==> src/rtl/pfx_adder_pkg.sv <==
// Shared helpers for the prefix adder.
// The merge rules assume the upper span sits directly above the lower span.
package pfx_adder_pkg;

    // Generate of a span made from an upper span and the adjoining lower span
    function automatic logic merge_g(input logic hi_g, input logic hi_p, input logic lo_g);
        return hi_g | (hi_p & lo_g);
    endfunction

    // Propagate of a span made from two adjoining spans
    function automatic logic merge_p(input logic hi_p, input logic lo_p);
        return hi_p & lo_p;
    endfunction

endpackage

==> src/rtl/pfx_column_pg.sv <==
// Column generate/propagate stage.
// Entry 0 is the extra column below bit 0: it generates carry_in and never propagates.
// Entry i (i >= 1) describes operand column i-1. The top column's pair goes out separately,
// and so does the half sum of every column.
// Assumes N >= 2.
module pfx_column_pg #(
    parameter int N = 16
) (
    input  logic [N-1:0] op_a,
    input  logic [N-1:0] op_b,
    input  logic         carry_in,
    output logic [N-1:0] col_g,
    output logic [N-1:0] col_p,
    output logic         top_g,
    output logic         top_p,
    output logic [N-1:0] half_sum
);

    // Carry-in column at entry 0
    assign col_g[0] = carry_in;
    assign col_p[0] = 1'b0;

    // Operand columns 0..N-2 at entries 1..N-1
    for (genvar i = 1; i < N; i++) begin : g_col
        assign col_g[i] = op_a[i-1] & op_b[i-1];
        assign col_p[i] = op_a[i-1] | op_b[i-1];
    end

    // Top operand column pair, used only by the carry-out cell
    assign top_g    = op_a[N-1] & op_b[N-1];
    assign top_p    = op_a[N-1] | op_b[N-1];

    // Per-column XOR for the sum bits
    assign half_sum = op_a ^ op_b;

endmodule

==> src/rtl/pfx_merge_cell.sv <==
// One generate/propagate merge cell of the prefix tree.
// Assumes the hi inputs describe the span directly above the lo span.
module pfx_merge_cell
    import pfx_adder_pkg::*;
(
    input  logic hi_g,
    input  logic hi_p,
    input  logic lo_g,
    input  logic lo_p,
    output logic out_g,
    output logic out_p
);

    // Merge the two adjoining spans into one
    assign out_g = merge_g(hi_g, hi_p, lo_g);
    assign out_p = merge_p(hi_p, lo_p);

endmodule

==> src/rtl/pfx_prefix_tree.sv <==
// Logarithmic prefix tree over N entries, with entry 0 being the carry-in column.
// At level l, entry k merges with entry k - 2^l when k >= 2^l. Otherwise its span already
// reaches entry 0 and it passes through unchanged. After log2(N) levels, pre_g[k] is the
// generate of the span from entry k down to entry 0, which is the carry into operand column k.
// On the last level only the generate is formed, because no later level reads the propagate.
// Assumes N is a power of two and at least 2.
module pfx_prefix_tree
    import pfx_adder_pkg::*;
#(
    parameter int N = 16
) (
    input  logic [N-1:0] col_g,
    input  logic [N-1:0] col_p,
    output logic [N-1:0] pre_g
);

    localparam int LVLS = $clog2(N);

    logic [N-1:0] lvl_g [0:LVLS];
    logic [N-1:0] lvl_p [0:LVLS-1];

    // Level 0 inputs are the column pairs
    assign lvl_g[0] = col_g;
    assign lvl_p[0] = col_p;

    for (genvar l = 0; l < LVLS; l++) begin : g_lvl
        localparam int DIST = 1 << l;
        for (genvar k = 0; k < N; k++) begin : g_ent
            if (k < DIST) begin : g_pass
                // Span already reaches entry 0
                assign lvl_g[l+1][k] = lvl_g[l][k];
                if (l < LVLS - 1) begin : g_pp
                    assign lvl_p[l+1][k] = lvl_p[l][k];
                end
            end else if (l < LVLS - 1) begin : g_cell
                // Full merge cell, both terms needed later
                pfx_merge_cell u_cell (
                    .hi_g  (lvl_g[l][k]),
                    .hi_p  (lvl_p[l][k]),
                    .lo_g  (lvl_g[l][k-DIST]),
                    .lo_p  (lvl_p[l][k-DIST]),
                    .out_g (lvl_g[l+1][k]),
                    .out_p (lvl_p[l+1][k])
                );
            end else begin : g_last
                // Last level: only the generate is consumed
                assign lvl_g[l+1][k] = merge_g(lvl_g[l][k], lvl_p[l][k], lvl_g[l][k-DIST]);
            end
        end
    end

    assign pre_g = lvl_g[LVLS];

endmodule

==> src/rtl/pfx_carry_adder.sv <==
// Top of the parallel prefix adder. It is purely combinational, so it holds no state
// and needs neither clock nor reset.
// Sum bit i is the column XOR with the prefix carry into column i. The carry out comes from
// one extra merge of the top column with the full prefix below it.
// Assumes N is a power of two and at least 2.
module pfx_carry_adder
    import pfx_adder_pkg::*;
#(
    parameter int N = 16
) (
    input  logic [N-1:0] op_a,
    input  logic [N-1:0] op_b,
    input  logic         carry_in,
    output logic [N-1:0] sum_out,
    output logic         carry_out
);

    logic [N-1:0] col_g;
    logic [N-1:0] col_p;
    logic [N-1:0] half_sum;
    logic [N-1:0] pre_g;
    logic         top_g;
    logic         top_p;

    // Column generate/propagate, with the carry-in as the bottom entry
    pfx_column_pg #(.N(N)) u_cols (
        .op_a     (op_a),
        .op_b     (op_b),
        .carry_in (carry_in),
        .col_g    (col_g),
        .col_p    (col_p),
        .top_g    (top_g),
        .top_p    (top_p),
        .half_sum (half_sum)
    );

    // Prefix carries into every column
    pfx_prefix_tree #(.N(N)) u_tree (
        .col_g (col_g),
        .col_p (col_p),
        .pre_g (pre_g)
    );

    // Sum bits from the column XOR and the incoming carry
    assign sum_out   = half_sum ^ pre_g;

    // Extra merge above the top column for the carry out
    assign carry_out = merge_g(top_g, top_p, pre_g[N-1]);

endmodule

==> config.mk <==
export PLATFORM = sky130hd
export DESIGN_NAME = pfx_carry_adder
export DESIGN_NICKNAME = d
export VERILOG_FILES = /design/src/rtl/pfx_adder_pkg.sv /design/src/rtl/pfx_column_pg.sv /design/src/rtl/pfx_merge_cell.sv /design/src/rtl/pfx_prefix_tree.sv /design/src/rtl/pfx_carry_adder.sv
export SDC_FILE = /design/constraint.sdc
export NUM_CORES = 1
export LEC_CHECK = 0
export BUFFER_PORTS_ARGS = -buffer_cell sky130_fd_sc_hd__buf_2
export CAP_MARGIN = 15
export CORE_UTILIZATION = 52
export DETAILED_ROUTE_END_ITERATION = 16
export PLACE_DENSITY = 0.95
export SLEW_MARGIN = 25
export SYNTH_ARGS = -nofsm -noshare
export SYNTH_HDL_FRONTEND = slang
export SYNTH_SLANG_ARGS = --single-unit
==> constraint.sdc <==
create_clock -name vclk -period 2.39
set_input_delay 0.1195 -clock vclk [all_inputs]
set_output_delay 0.1195 -clock vclk [all_outputs]
set_load 0.1 [all_outputs]
Yosys cells after proc, flatten, opt, wreduce, memory -nomap -nowiden
Index checks and enable logic that the tools add are counted.
W data, S select, Z words.
- bitwise gates (word level): 168
- operators by type and width (cell ; count):
    $and A1 B1 Y1 ; 100
    $or A1 B1 Y1 ; 66
    $xor A16 B16 Y16 ; 2
- register bits: 0
- bits of input ports: 33
- output and inout bits: 17
- logic and storage cells: 168

Depth between registers and ports, before layout
- depth after elaboration: 11
- mapped depth: 8
- depth with buffers taken out: 8

Modules after synthesis
Synthesis repeated with hierarchy kept, for this count alone.
- cells, all modules: 206
- area, all modules: 1544.0 sq um
- modules (own cells, without submodules) (module ; times used ; cells an instance ; area each (sq um) ; seq. area each (sq um)):
    pfx_merge_cell ; 41 ; 2 ; 15.0 ; 0.0
    pfx_column_pg ; 1 ; 83 ; 599.3 ; 0.0
    pfx_prefix_tree ; 1 ; 24 ; 180.2 ; 0.0
    pfx_carry_adder ; 1 ; 17 ; 148.9 ; 0.0

Least setup slack after synthesis
No wires, ideal clock.
- kind: input-to-output
- start: in op_a[0]
- end: out sum_out[13]
- data arrival time: 3737 ps
- data required time: 2271 ps
- setup slack: -1467 ps
- stages: 8
- path buffers: 0
- path through: inv_1 -> fa_1 -> o21bai_4 -> a2111oi_4 -> nor3_2 -> o41ai_4 -> nor4b_1 -> a211oi_1
- cells in the longest elaborated chain, start to end: 8
- elaborated cells between the ends (all ways): 9
- classes of those cells: bitwise (9)
- ends and longest elaborated chain (element ; line ; text):
    start, declared ; pfx_carry_adder.sv:11 ; input logic [N-1:0] op_a,
    $or A1 B1 Y1 ; pfx_column_pg.sv:26 ; assign col_p[i] = op_a[i-1] | op_b[i-1];
    $and A1 B1 Y1 ; pfx_adder_pkg.sv:7 ; return hi_g | (hi_p & lo_g);
    $or A1 B1 Y1 (*) ; pfx_adder_pkg.sv:7 ;
    $and A1 B1 Y1 (*) ; pfx_adder_pkg.sv:7 ;
    $or A1 B1 Y1 (*) ; pfx_adder_pkg.sv:7 ;
    $and A1 B1 Y1 (*) ; pfx_adder_pkg.sv:7 ;
    $or A1 B1 Y1 (*) ; pfx_adder_pkg.sv:7 ;
    $xor A16 B16 Y16 (*) ; pfx_carry_adder.sv:45 ; assign sum_out = half_sum ^ pre_g;
    end, declared ; pfx_carry_adder.sv:14 ; output logic [N-1:0] sum_out,
Mark *: on every way between the ends. The rest lies on a longest branch, timed or not.

Worst setup path after layout
- start: in carry_in
- end: out sum_out[15]
- cells in the longest elaborated chain, start to end: 9
- ends and longest elaborated chain (element ; line ; text):
    start, declared ; pfx_carry_adder.sv:13 ; input logic carry_in,
    $and A1 B1 Y1 ; pfx_adder_pkg.sv:7 ;
    $or A1 B1 Y1 ; pfx_adder_pkg.sv:7 ;
    $and A1 B1 Y1 ; pfx_adder_pkg.sv:7 ;
    $or A1 B1 Y1 ; pfx_adder_pkg.sv:7 ;
    $and A1 B1 Y1 ; pfx_adder_pkg.sv:7 ;
    $or A1 B1 Y1 ; pfx_adder_pkg.sv:7 ;
    $and A1 B1 Y1 ; pfx_adder_pkg.sv:7 ;
    $or A1 B1 Y1 ; pfx_adder_pkg.sv:7 ;
    $xor A16 B16 Y16 ; pfx_carry_adder.sv:45 ;
Every way passes these cells.

==> impl_metrics.yaml <==
final_layout:
  design_area_sq_um: 1950
  finalNetCount: 295
  area_delta_synth_final_pct: 61.2
  antenna_cells: 0
  fill_cells: 118
  drive_gt1_share_pct: 39.5
  clkbuf_count: 0
  multi_input_area_sq_um: 1240
  seq_area_sq_um: 0
  design.seq.count: 0
placed_design:
  dp_hpwl_mm: 3.14
  place_area_sq_um: 1910
  gp_routability_congestion: 0.804
  dp_slack_ns: -0.0261
  portBuffers: 50
grt:
  grt_pass1_wl_mm: 6.03
  antenna_found_initial: 0
  grt_pass1_vias: 1489
  overflow: 0
  grt_use_total_pct: 30.4
  grt_max_degree: 8
clocking:
  cts_hold_buf: 0
  cts_setup_buffers: 0
routing:
  drt_iter0_markers: 44
  first_pass_iters: 4
  drc: 0
  vias_per_cell: 5.73
  ant_nets: 0
  num_vias: 1466
  finalWirelength_mm: 3.95
  wl_per_cell_um: 15.4
synth:
  synth_nets: 231
  synthCells: 166
  yosys_warnings: 0
  syn_area_per_cell_sq_um: 7.28
  synth-seq-area-share_pct: 0
  synth.distinct_cells: 36
  syn_area_sq_um: 1210
worst_setup_path:
  cp-endpoint: "sum_out[15]"
  startpoint_type: "input pin"
  critPathKind: "in2out"
  required_ns: 2.27
  worstPathArrival_ns: 2.26
  worstPathMaxFanout: 2
  end_kind: "output port"
  critPathLaunch: "carry_in"
sta:
  fmax_ghz: 0.420
  setup_viol: 0
  min_period_ns: 2.38
  fin_tns_setup_ns: 0
  rsz0062_at_grt: "yes"
  final.period_utilization_pct: 99.7
  worstMarginPinSlew_ns: 0.537
  hold_viol_final: 0
  report.final.slew_viol_count: 0
  whs_ns: 0.723
  worst_slack_ns: 0.00754
  slew_headroom_pct: 64.2
worst_hold_path:
  hold_class: "in2out"
  worst_hold_startpoint: "op_b[15]"
die:
  die_h_um: 50.2
  start_util_pct: 55.2
  core_sq_um: 2190
  ioPinCount: 50
  die_x_um: 50.2
  rows: 17
  die_area_sq_um: 2520
pwr:
  powerDensity_nw_per_um2: 540
  leakagePower_nw: 1.02
  p_total_mw: 1.05
  irDropWorstVdd_uv: 553
run:
  drv_cap: 0
outcome:
  status: "finished, final reports clean"
[power breakdown]
group / total [mW] / internal (mW) / switching (mW)
registers: 0 / 0 / 0
logic: 1.05 / 0.353 / 0.699
clock network: 0 / 0 / 0
total: 1.05 / 0.353 / 0.699
[critical path, cell delays in order]
cell	delay [ns]
buf_2	0.15
inv_12	0.06
fa_2	0.22
o21bai_4	0.09
a2111oi_4	0.34
nor3_2	0.11
o41ai_4	0.26
o221ai_2	0.15
fa_2	0.57
buf_12	0.18
[final cells by class]
| class | instances | share of cell area (%) |
|---|---|---|
| timing repair buffer | 62 | 25.4 |
| multi-input combinational | 126 | 63.5 |
| tap | 28 | 1.80 |
| inverter | 40 | 9.25 |
[layer usage]
metal | vias up | global-route usage, % | wire, um
li1 | 682 | - | -
met1 | 680 | 30.1 | 1360
met2 | 80 | 60.9 | 2150
met3 | 24 | 2.12 | 183
met4 | 0 | 16.2 | 244
met5 | - | 0 | 0
[cells in the final DEF, fill, tap and decap left out, types with 2 or more instances in the layout]
cell      netlist  layout
nor2b_1         7       6
o31ai_1         3       2
nand2_1         3       3
buf_12          0      10
inv_12          0       2
nand4_1         2       2
a21o_1          3       3
ha_1           30      27
nand2b_1        5       5
fa_2            0       2
buf_2           0      38
xor2_4          0       3
xnor2_1         7       2
buf_4           0      13
a21oi_1         7       7
inv_1          40      37
o21ai_0         5       4
or4_1           2       2
nor2_1         19      18
ha_4            0       2
xnor2_2         0       5
nor3_1          5       5
o311ai_1        2       2
[cell usage after synthesis (all sizes together)]
cell	instances	area (sq um)
inv	40	150
ha	30	375
nor2	19	71.3
a21oi	7	35.0
nor2b	7	43.8
xnor2	7	61.3
nor3	6	35.0
nand2b	5	31.3
o21ai	5	25.0
xor2	4	35.0
a21o	3	22.5
nand2	3	11.3
nor4	3	25.0
o31ai	3	22.5
fa	2	40.0
nand4	2	12.5
o311ai	2	17.5
or4	2	15.0
a2111oi	1	27.5
a211o	1	8.76
a211oi	1	7.51
a21boi	1	7.51
a221oi	1	8.76
a31oi	1	6.26
a32oi	1	8.76
and3	1	6.26
mux2i	1	10.0
nand4b	1	8.76
nor4b	1	8.76
o211ai	1	7.51
o21a	1	7.51
o21bai	1	18.8
o221ai	1	8.76
o41ai	1	27.5
[kinds of logic (layout without fill, tap and decap cells)]
group                      after synthesis  in the layout  synth area share [%]
and+or+nand+nor                         50             50                  22.3
buffers and inverters                   40            102                  12.4
adders and majority gates               32             32                  34.4
AOI/OAI and AO/OA                       32             32                  22.2
xor gates and xnor gates                11             11                  7.97
muxes                                    1              1                 0.828
[worst min-delay path by stage]
stage                       end  depth (start not counted)
finish                carry_out                          3
global route          carry_out                          3
CTS                   carry_out                          3
detailed placement    carry_out                          3
global placement      carry_out                          3
floorplan           sum_out[12]                          3
[timing repair]
action                     CTS  global route
setup endpoints to repair    1             4
gates resized for setup      0             9
pin swaps                    2             1
[through the flow]
step | util, % | std cells
final | 88.9 | 256
after global routing | 88.9 | 256
after CTS | 87.4 | 256
after detailed placement | 87.4 | 256
after global placement | 87.4 | 256
after floorplan | - | 166
(Power assumes the default switching activity.)
